## src/rtl/sdmux_pkg.sv

```systemverilog
package sdmux_pkg;

  // Ownership of one line: nobody, host end first, device end first.
  typedef enum logic [1:0] {
    LN_IDLE = 2'd0,
    LN_HOST = 2'd1,
    LN_DEV  = 2'd2
  } ln_own_e;

endpackage

```

## src/rtl/sdmux_sync.sv

```systemverilog
module sdmux_sync #(
  parameter int   W       = 1,
  parameter logic RST_VAL = 1'b1
) (
  input  logic         clk,
  input  logic         rst,
  input  logic [W-1:0] d_i,
  output logic [W-1:0] q_o
);

  logic [W-1:0] stg1_q;
  logic [W-1:0] stg2_q;

  always_ff @(posedge clk) begin
    if (rst) begin
      stg1_q <= {W{RST_VAL}};
      stg2_q <= {W{RST_VAL}};
    end else begin
      stg1_q <= d_i;
      stg2_q <= stg1_q;
    end
  end

  assign q_o = stg2_q;

endmodule

```

## src/rtl/sdmux_line_ctl.sv

```systemverilog
module sdmux_line_ctl
  import sdmux_pkg::*;
(
  input  logic    clk,
  input  logic    rst,
  input  logic    hs_i,       // synchronized host level
  input  logic    ds_i,       // synchronized selected device level
  output ln_own_e own_q_o,
  output ln_own_e own_n_o,
  output logic    to_dev_oe_o,
  output logic    to_host_oe_o
);

  ln_own_e own_q;
  ln_own_e own_n;
  logic    to_dev_oe_q;
  logic    to_host_oe_q;

  // First end seen low takes the line; host wins a tie.
  always_comb begin
    own_n = own_q;
    unique case (own_q)
      LN_IDLE: begin
        if (!hs_i)      own_n = LN_HOST;
        else if (!ds_i) own_n = LN_DEV;
      end
      LN_HOST, LN_DEV: begin
        if (hs_i && ds_i) own_n = LN_IDLE;
      end
      default: own_n = LN_IDLE;
    endcase
  end

  always_ff @(posedge clk) begin
    if (rst) begin
      own_q        <= LN_IDLE;
      to_dev_oe_q  <= 1'b0;
      to_host_oe_q <= 1'b0;
    end else begin
      own_q        <= own_n;
      to_dev_oe_q  <= (own_n == LN_HOST) && !hs_i;
      to_host_oe_q <= (own_n == LN_DEV) && !ds_i;
    end
  end

  assign own_q_o      = own_q;
  assign own_n_o      = own_n;
  assign to_dev_oe_o  = to_dev_oe_q;
  assign to_host_oe_o = to_host_oe_q;

endmodule

```

## src/rtl/sdmux_port_sel.sv

```systemverilog
module sdmux_port_sel #(
  parameter int NPORTS     = 2,
  parameter bit SEL_ONEHOT = 1'b0,
  parameter int SEL_W      = 1,
  parameter int IDX_W      = 1
) (
  input  logic             clk,
  input  logic             rst,
  input  logic [SEL_W-1:0] sel_i,
  input  logic             allow_i,
  output logic [IDX_W-1:0] idx_o
);

  logic [IDX_W-1:0] cand;
  logic             cand_ok;
  logic [IDX_W-1:0] idx_q;

  generate
    if (SEL_ONEHOT) begin : g_onehot
      // Lowest set bit wins; all-zero keeps the current port.
      always_comb begin
        cand    = '0;
        cand_ok = |sel_i;
        for (int i = NPORTS - 1; i >= 0; i--) begin
          if (sel_i[i]) cand = IDX_W'(i);
        end
      end
    end else begin : g_binary
      always_comb begin
        cand    = IDX_W'(sel_i);
        cand_ok = (32'(sel_i) < NPORTS);
      end
    end
  endgenerate

  always_ff @(posedge clk) begin
    if (rst) begin
      idx_q <= '0;
    end else if (allow_i && cand_ok) begin
      idx_q <= cand;
    end
  end

  assign idx_o = idx_q;

endmodule

```

## src/rtl/autodir_line_mux.sv

```systemverilog
module autodir_line_mux
  import sdmux_pkg::*;
#(
  parameter int NPORTS     = 2,
  parameter int NLINES     = 5,
  parameter bit SEL_ONEHOT = 1'b0,
  localparam int IDX_W = (NPORTS > 1) ? $clog2(NPORTS) : 1,
  localparam int SEL_W = SEL_ONEHOT ? NPORTS : IDX_W,
  localparam int DEV_W = NPORTS * NLINES
) (
  input  logic              clk,
  input  logic              rst,
  input  logic [SEL_W-1:0]  sel_i,
  input  logic              host_sdclk_i,
  output logic              dev_sdclk_o,
  input  logic [NLINES-1:0] host_line_i,
  output logic [NLINES-1:0] host_line_oe_o,
  output logic [NLINES-1:0] host_line_o,
  input  logic [DEV_W-1:0]  dev_line_i,
  output logic [DEV_W-1:0]  dev_line_oe_o,
  output logic [DEV_W-1:0]  dev_line_o
);

  logic [NLINES-1:0] host_s;
  logic [DEV_W-1:0]  dev_s;
  logic [NLINES-1:0] dev_sel_s;
  logic [NLINES-1:0] to_dev_oe;
  logic [NLINES-1:0] to_host_oe;
  logic [NLINES-1:0] line_idle;
  logic              all_idle;
  logic [IDX_W-1:0]  act_idx_q;
  logic [NLINES-1:0] dev_by_port [NPORTS];

  // Clock passes straight through to every device port.
  assign dev_sdclk_o = host_sdclk_i;

  sdmux_sync #(.W(NLINES), .RST_VAL(1'b1)) u_host_sync (
    .clk(clk), .rst(rst), .d_i(host_line_i), .q_o(host_s)
  );

  sdmux_sync #(.W(DEV_W), .RST_VAL(1'b1)) u_dev_sync (
    .clk(clk), .rst(rst), .d_i(dev_line_i), .q_o(dev_s)
  );

  generate
    for (genvar p = 0; p < NPORTS; p++) begin : g_port_split
      assign dev_by_port[p] = dev_s[p*NLINES +: NLINES];
    end
  endgenerate

  assign dev_sel_s = dev_by_port[act_idx_q];

  generate
    for (genvar l = 0; l < NLINES; l++) begin : g_line
      ln_own_e own_q;
      ln_own_e own_n;

      sdmux_line_ctl u_ctl (
        .clk          (clk),
        .rst          (rst),
        .hs_i         (host_s[l]),
        .ds_i         (dev_sel_s[l]),
        .own_q_o      (own_q),
        .own_n_o      (own_n),
        .to_dev_oe_o  (to_dev_oe[l]),
        .to_host_oe_o (to_host_oe[l])
      );

      assign line_idle[l] = (own_q == LN_IDLE) && (own_n == LN_IDLE);
    end
  endgenerate

  assign all_idle = &line_idle;

  sdmux_port_sel #(
    .NPORTS(NPORTS), .SEL_ONEHOT(SEL_ONEHOT), .SEL_W(SEL_W), .IDX_W(IDX_W)
  ) u_sel (
    .clk(clk), .rst(rst), .sel_i(sel_i), .allow_i(all_idle), .idx_o(act_idx_q)
  );

  assign host_line_oe_o = to_host_oe;
  assign host_line_o    = '0;
  assign dev_line_o     = '0;

  generate
    for (genvar p = 0; p < NPORTS; p++) begin : g_dev_oe
      assign dev_line_oe_o[p*NLINES +: NLINES] =
        (act_idx_q == IDX_W'(p)) ? to_dev_oe : '0;
    end
  endgenerate

endmodule

```

## config.mk

```make
export PLATFORM = sky130hd
export DESIGN_NAME = autodir_line_mux
export DESIGN_NICKNAME = d
export VERILOG_FILES = /design/src/rtl/sdmux_pkg.sv /design/src/rtl/sdmux_sync.sv /design/src/rtl/sdmux_line_ctl.sv /design/src/rtl/sdmux_port_sel.sv /design/src/rtl/autodir_line_mux.sv
export SDC_FILE = /design/constraint.sdc
export NUM_CORES = 1
export LEC_CHECK = 0
export ABC_AREA = 1
export BUFFER_PORTS_ARGS = -buffer_cell sky130_fd_sc_hd__buf_2
export CORE_MARGIN = 1
export CORE_UTILIZATION = 40
export CTS_BUF_LIST = sky130_fd_sc_hd__clkbuf_8
export CTS_CLUSTER_DIAMETER = 80
export DETAILED_ROUTE_END_ITERATION = 8
export GPL_ROUTABILITY_DRIVEN = 0
export PLACE_DENSITY = 0.66
export SLEW_MARGIN = 40
export SYNTH_ARGS = -nofsm -noshare
export SYNTH_HDL_FRONTEND = slang
export SYNTH_SLANG_ARGS = --single-unit
```

## constraint.sdc

```tcl
create_clock -name clk -period 1.65 [get_ports clk]
set_clock_uncertainty 0.1 [all_clocks]
set_input_delay 0.165 -clock clk [delete_from_list [all_inputs] [get_ports clk]]
set_output_delay 0.165 -clock clk [all_outputs]
set_load 0.05 [all_outputs]
```

After elaboration in Yosys (flattened, before gate mapping)
Cells that the tools add are included.

Order comparisons: 1. Equal/unequal tests: 20. Mux-type cells: 25. Bitwise gates (word level): 1. Reductions and logical operators: 46.

Operator list (number): 2-bit two-way mux (15); 5-bit two-way mux (5); 2-bit by 1-bit == test with 1-bit output, second input constant (10); 2-bit == test, second input constant (10); 1-bit logical AND (20); 2-bit logical NOT (10); 2-bit case mux with 2 select lines (5); 1-bit logical NOT (10); 2-bit OR reduction (5); 5-bit AND reduction (1); 2-bit greater-or-equal comparator, second input constant (1); 1-bit inverter with 2-bit output (1).

Register bits: 51. Output and inout bits: 31. Logic and storage cells: 113.

Depth between registers and ports, before layout
Depth in word-level cells: 10. Mapped depth: 14.

Modules after synthesis
Synthesis repeated with hierarchy kept, for this count alone.

Cells, all modules: 332. Area, all modules: 2409.8 um^2.

Modules (own cells, without submodules): sdmux_line_ctl (times used 5, cells an instance 34, area each 229.0 um^2, sequential area each 80.1 um^2); sdmux_sync at u_dev_sync (times used 1, cells an instance 63, area each 579.3 um^2, sequential area each 400.4 um^2); autodir_line_mux (times used 1, cells an instance 61, area each 361.6 um^2, sequential area each 0.0 um^2); sdmux_sync at u_host_sync (times used 1, cells an instance 31, area each 279.0 um^2, sequential area each 200.2 um^2); sdmux_port_sel (times used 1, cells an instance 7, area each 45.0 um^2, sequential area each 20.0 um^2).

Worst setup path after synthesis
Ideal clock, no wire load.

Kind: register to output. From: reg u_sel.idx_q, in the netlist u_sel.idx_o. To: out dev_line_oe_o[0]. Data arrival time: 1280 ps. Data required time: 1385 ps. Path slack: 105 ps. Cell stages (with the launch flop): 4. Cells stage by stage: dfxtp_1 buf_6 clkbuf_1 nor2_1.

Longest elaborated chain between the ends: 1.

Ends and longest elaborated chain: start: declaration (line sdmux_port_sel.sv:16) `logic [IDX_W-1:0] idx_q;`; start signal: assignment (line sdmux_port_sel.sv:40) `idx_q <= cand;`; 5-bit two-way mux (line autodir_line_mux.sv:88) `(act_idx_q == IDX_W'(p)) ? to_dev_oe : '0;`; end: declaration (line autodir_line_mux.sv:20) `output logic [DEV_W-1:0] dev_line_oe_o,`.

Every way passes these cells.

Final worst setup path
From: reg u_sel.idx_q, in the netlist u_sel.idx_o. To: reg u_sel.idx_q, in the netlist u_sel.idx_o.

Longest elaborated chain between the ends: 10.

Ends and longest elaborated chain: 1-bit inverter with 2-bit output (implied by the code) * (line autodir_line_mux.sv:51) `assign dev_sel_s = dev_by_port[act_idx_q];`; 5-bit two-way mux (implied by the code) * (3 in series) (line autodir_line_mux.sv:51); 2-bit two-way mux / 1-bit logical AND (equally long branches) (line sdmux_line_ctl.sv:25, sdmux_line_ctl.sv:28); 2-bit two-way mux (on tied branches) (line sdmux_line_ctl.sv:24, sdmux_line_ctl.sv:28); 2-bit case mux with 2 select lines (line sdmux_line_ctl.sv:22) `unique case (own_q)`; 2-bit logical NOT (line autodir_line_mux.sv:69) `assign line_idle[l] = (own_q == LN_IDLE) && (own_n == LN_IDLE);`; 1-bit logical AND (line autodir_line_mux.sv:69); 5-bit AND reduction * (line autodir_line_mux.sv:73) `assign all_idle = &line_idle;`.

Every way passes the cells marked *; elsewhere a longest branch is shown, timed or not. The select of a mux whose other input is x is not followed. A chain may end at the register's enable or synchronous reset.

==> impl_metrics.py <==
metrics = {
    "yosys": {
        "synth_area_mm2": 0.002307,
        "yosysTopAreaCellShare_pct": 44.25,
        "avgSynthCellArea_um2": 7.665,
        "seq_area_frac_synth_pct": 44.25,
        "ys_top_cells_by_area": "dfxtp_1, nand2_1, or2_2",
        "synth_ff_type": "dfxtp_1",
        "netlist_instances": 301,
        "yosys_register_bits": 51,
        "synth.largest_area_cell": "dfxtp_1",
        "yosys.cell_count.top_type": "nand2_1",
        "synth_top_cells_by_count": "nand2_1, dfxtp_1, inv_1, or2_2, buf_4",
        "ys_warn_count": 0,
        "async_reset_ff_share_pct": 0,
        "synth.distinct_cells": 19,
        "synth_edf_count": 0,
    },
    "power": {
        "clkPwrFrac_pct": 34.3,
        "seq_power_share_pct": 45.7,
        "switching_share_pct": 26.25,
        "p_leak_nw": 1.581,
        "pwr-share-comb_pct": 20.0,
        "power_density_mw_per_mm2": 974.8,
        "p_int_mw": 2.134,
        "switching_power_mw": 0.7594,
        "ir_drop_v": 0.0004590,
    },
    "layout": {
        "stdcell_count": 430,
        "layout-drive-gt1-share_pct": 38.55,
        "fin_util_pct": 53.57,
        "layout.nets": 386,
        "num_antenna_cells": 0,
        "fillers": 525,
        "areaGrowthSynthToFinish_pct": 28.63,
        "final_cell_area_mm2": 0.002968,
    },
    "clock_network": {
        "cts.clk_slew.worst_paths_ps": 90,
        "clock-sinks": 51,
        "cts-root-buf": "clkbuf_8",
        "cts-buffers-inserted": 5,
        "clock_latency_ps": 300,
        "cts_max_path_buffers": 2,
        "cts_tree": "yes",
        "ctsHtreeMaxLevel": 2,
    },
    "route": {
        "via_per_inst": 4.126,
        "drc_errors": 0,
        "ant_nets": 0,
        "wire_per_inst_um": 9.172,
        "num_vias": 1774,
        "drtPass1Iterations": 4,
        "routed_wl_um": 3944,
        "drt_iter0_drc": 70,
    },
    "worst_hold_path": {
        "worstHoldPathType": "input pin to flop",
    },
    "timing": {
        "rsz0062_at_grt": "yes",
        "hold_viol": 0,
        "slew-limit-headroom_pct": 59.76,
        "tightest_slew_ps": 603.7,
        "finalSetupViolCount": 0,
        "timing.final.crit_share_pct": 97.13,
        "fin_crit_ps": 1603,
        "slew_violations": 0,
        "max_clock_freq_mhz": 623.9,
    },
    "floorplan": {
        "rows": 27,
        "core_area_mm2": 0.005540,
        "start_util_pct": 41.64,
        "die-area_mm2": 0.006075,
        "ios": 50,
        "fp.dieH_um": 77.95,
        "die_w_um": 77.95,
    },
    "worst_setup_path": {
        "cp-start-kind": "flop",
        "end_kind": "flop",
        "crit_type": "flop to flop",
        "crit_path_end": "u_sel.idx_o",
        "crit_start": "u_sel.idx_o",
        "max_stage_delay_ps": 370,
        "r2r_start": "u_sel.idx_o",
        "cp.required_ps": 1750,
        "rr_worst_depth": 12,
        "crit_chain": "buf_6 > or2_4 > nand3_2 > nand2_1 > nand2_1 > nand2_2 > nand2_2 > nand2_2 > nor2_4 > nand3_2 > nand2_1 > nor2_1",
        "r2r-end": "u_sel.idx_o",
        "rrSetupSlack_ps": 50,
        "critical-path-slowest-cell": "dfxtp_4",
        "worstPathMaxFanout": 4,
        "worstPathArrival_ps": 1700,
    },
    "global_routing": {
        "grt_overflow": 0,
        "grt_pass1_vias": 1550,
        "grt_pass1_wl_um": 6334,
        "grtUsageTotal_pct": 13.24,
        "grt_max_degree": 42,
        "grt_antenna_before_repair": 0,
    },
    "run": {
        "cap_viol_max_count": 0,
    },
    "status": {
        "status": "completed",
    },
    "placed_design": {
        "placed_area_mm2": 0.002512,
        "dp_cells": 404,
        "portBuffers": 32,
        "dp_hpwl_um": 2760,
    },
}
-- registers in the layout, indices dropped and copies added, names as in the netlist --
name                       cells
u_host_sync.q_o                5
g_line.u_ctl.to_dev_oe_o       5
u_host_sync.stg1_q             5
u_dev_sync.stg1_q             10
u_dev_sync.q_o                10
g_line.u_ctl.own_q_o          10
g_line.u_ctl.to_host_oe_o      5
u_sel.idx_o                    1
-- repair_timing --
action	4_1_cts	5_1_grt
setup endpoints to repair	1	14
buffers inserted	0	3
hold buffers	15	0
pin swaps	1	18
resized for setup	5	37
endpoints found under the hold margin	15	0
-- area by class of cell --
cell class | instances | area, um2 | share of cell area, %
Clock buffer | 5 | 68.82 | 2.319
Clock inverter | 3 | 63.81 | 2.150
Inverter | 48 | 182.7 | 6.155
Multi-Input combinational cell | 189 | 1092 | 36.80
Sequential cell | 51 | 1036 | 34.91
Tap cell | 72 | 90.09 | 3.035
Timing Repair Buffer | 62 | 434.2 | 14.63
-- routing by layer --
layer | global-route usage (%) | part of all wire, % | vias up
met5 | 0 | 0 | -
met4 | 5.000 | 0.48 | 0
met3 | 3.529 | 4.7 | 6
met2 | 23.36 | 50 | 45
met1 | 15.22 | 45 | 752
li1 | - | - | 971
-- stage by stage --
step | hold slack (ps) | total power, mW | setup TNS [ps] | setup WS, ps
CTS | 108.8 | 2.839 | 0 | 0.9382
global placement | 230.6 | 1.806 | 0 | 41.49
detailed placement | 230.6 | 1.817 | -17.29 | -17.29
finish | 96.78 | 2.893 | 0 | 47.27
global route | 119.2 | 3.059 | -66.08 | -66.08
floorplan | 149.1 | 1.732 | 0 | 104.6
-- worst max-delay path: cells and delay by family, from the launching register on --
| family | cells | cell delay (ps) |
|---|---|---|
| simple gates | 11 | 910 |
| flops | 1 | 370 |
| buf+inv | 1 | 120 |
-- cells by family after synthesis --
family / count (synthesis) / synth area share, %
other cells: 1 / 0.1625
simple gates: 157 / 32.70
compound gates: 7 / 1.518
flops: 51 / 44.25
fa+ha+maj: 10 / 5.423
buf+inv: 75 / 15.94
-- cells in the final DEF, fill, tap and decap left out, drive strengths merged --
cell	count
conb	15
inv	49
nand2	79
buf	47
ha	10
a21oi	7
clkbuf	5
nand4	1
dlygate4sd3	15
or2	32
nor2	23
nand3	22
dfxtp	51
bufinv	2
-- worst min-delay path by stage --
stage                 startpoint                         end  slack (ps)  cells after the start
floorplan                    rst  g_line[2].u_ctl.own_q_o[1]         150                      1
detailed placement  host_sdclk_i                 dev_sdclk_o         230                      0
finish                     sel_i                 u_sel.idx_o         100                      5
CTS                        sel_i                 u_sel.idx_o         110                      5
global placement    host_sdclk_i                 dev_sdclk_o         230                      0
global route               sel_i                 u_sel.idx_o         120                      5
-- power groups by stage --
stage,Sequential [mW],Clock [mW],Combinational [mW]
6_report,1.32,0.992,0.578
5_1_grt,1.33,1.09,0.644
4_1_cts,1.32,1.02,0.504
3_5_place_dp,1.34,0,0.473
3_3_place_gp,1.34,0,0.463
2_1_floorplan,1.34,0,0.394
(Power assumes the default switching activity.)
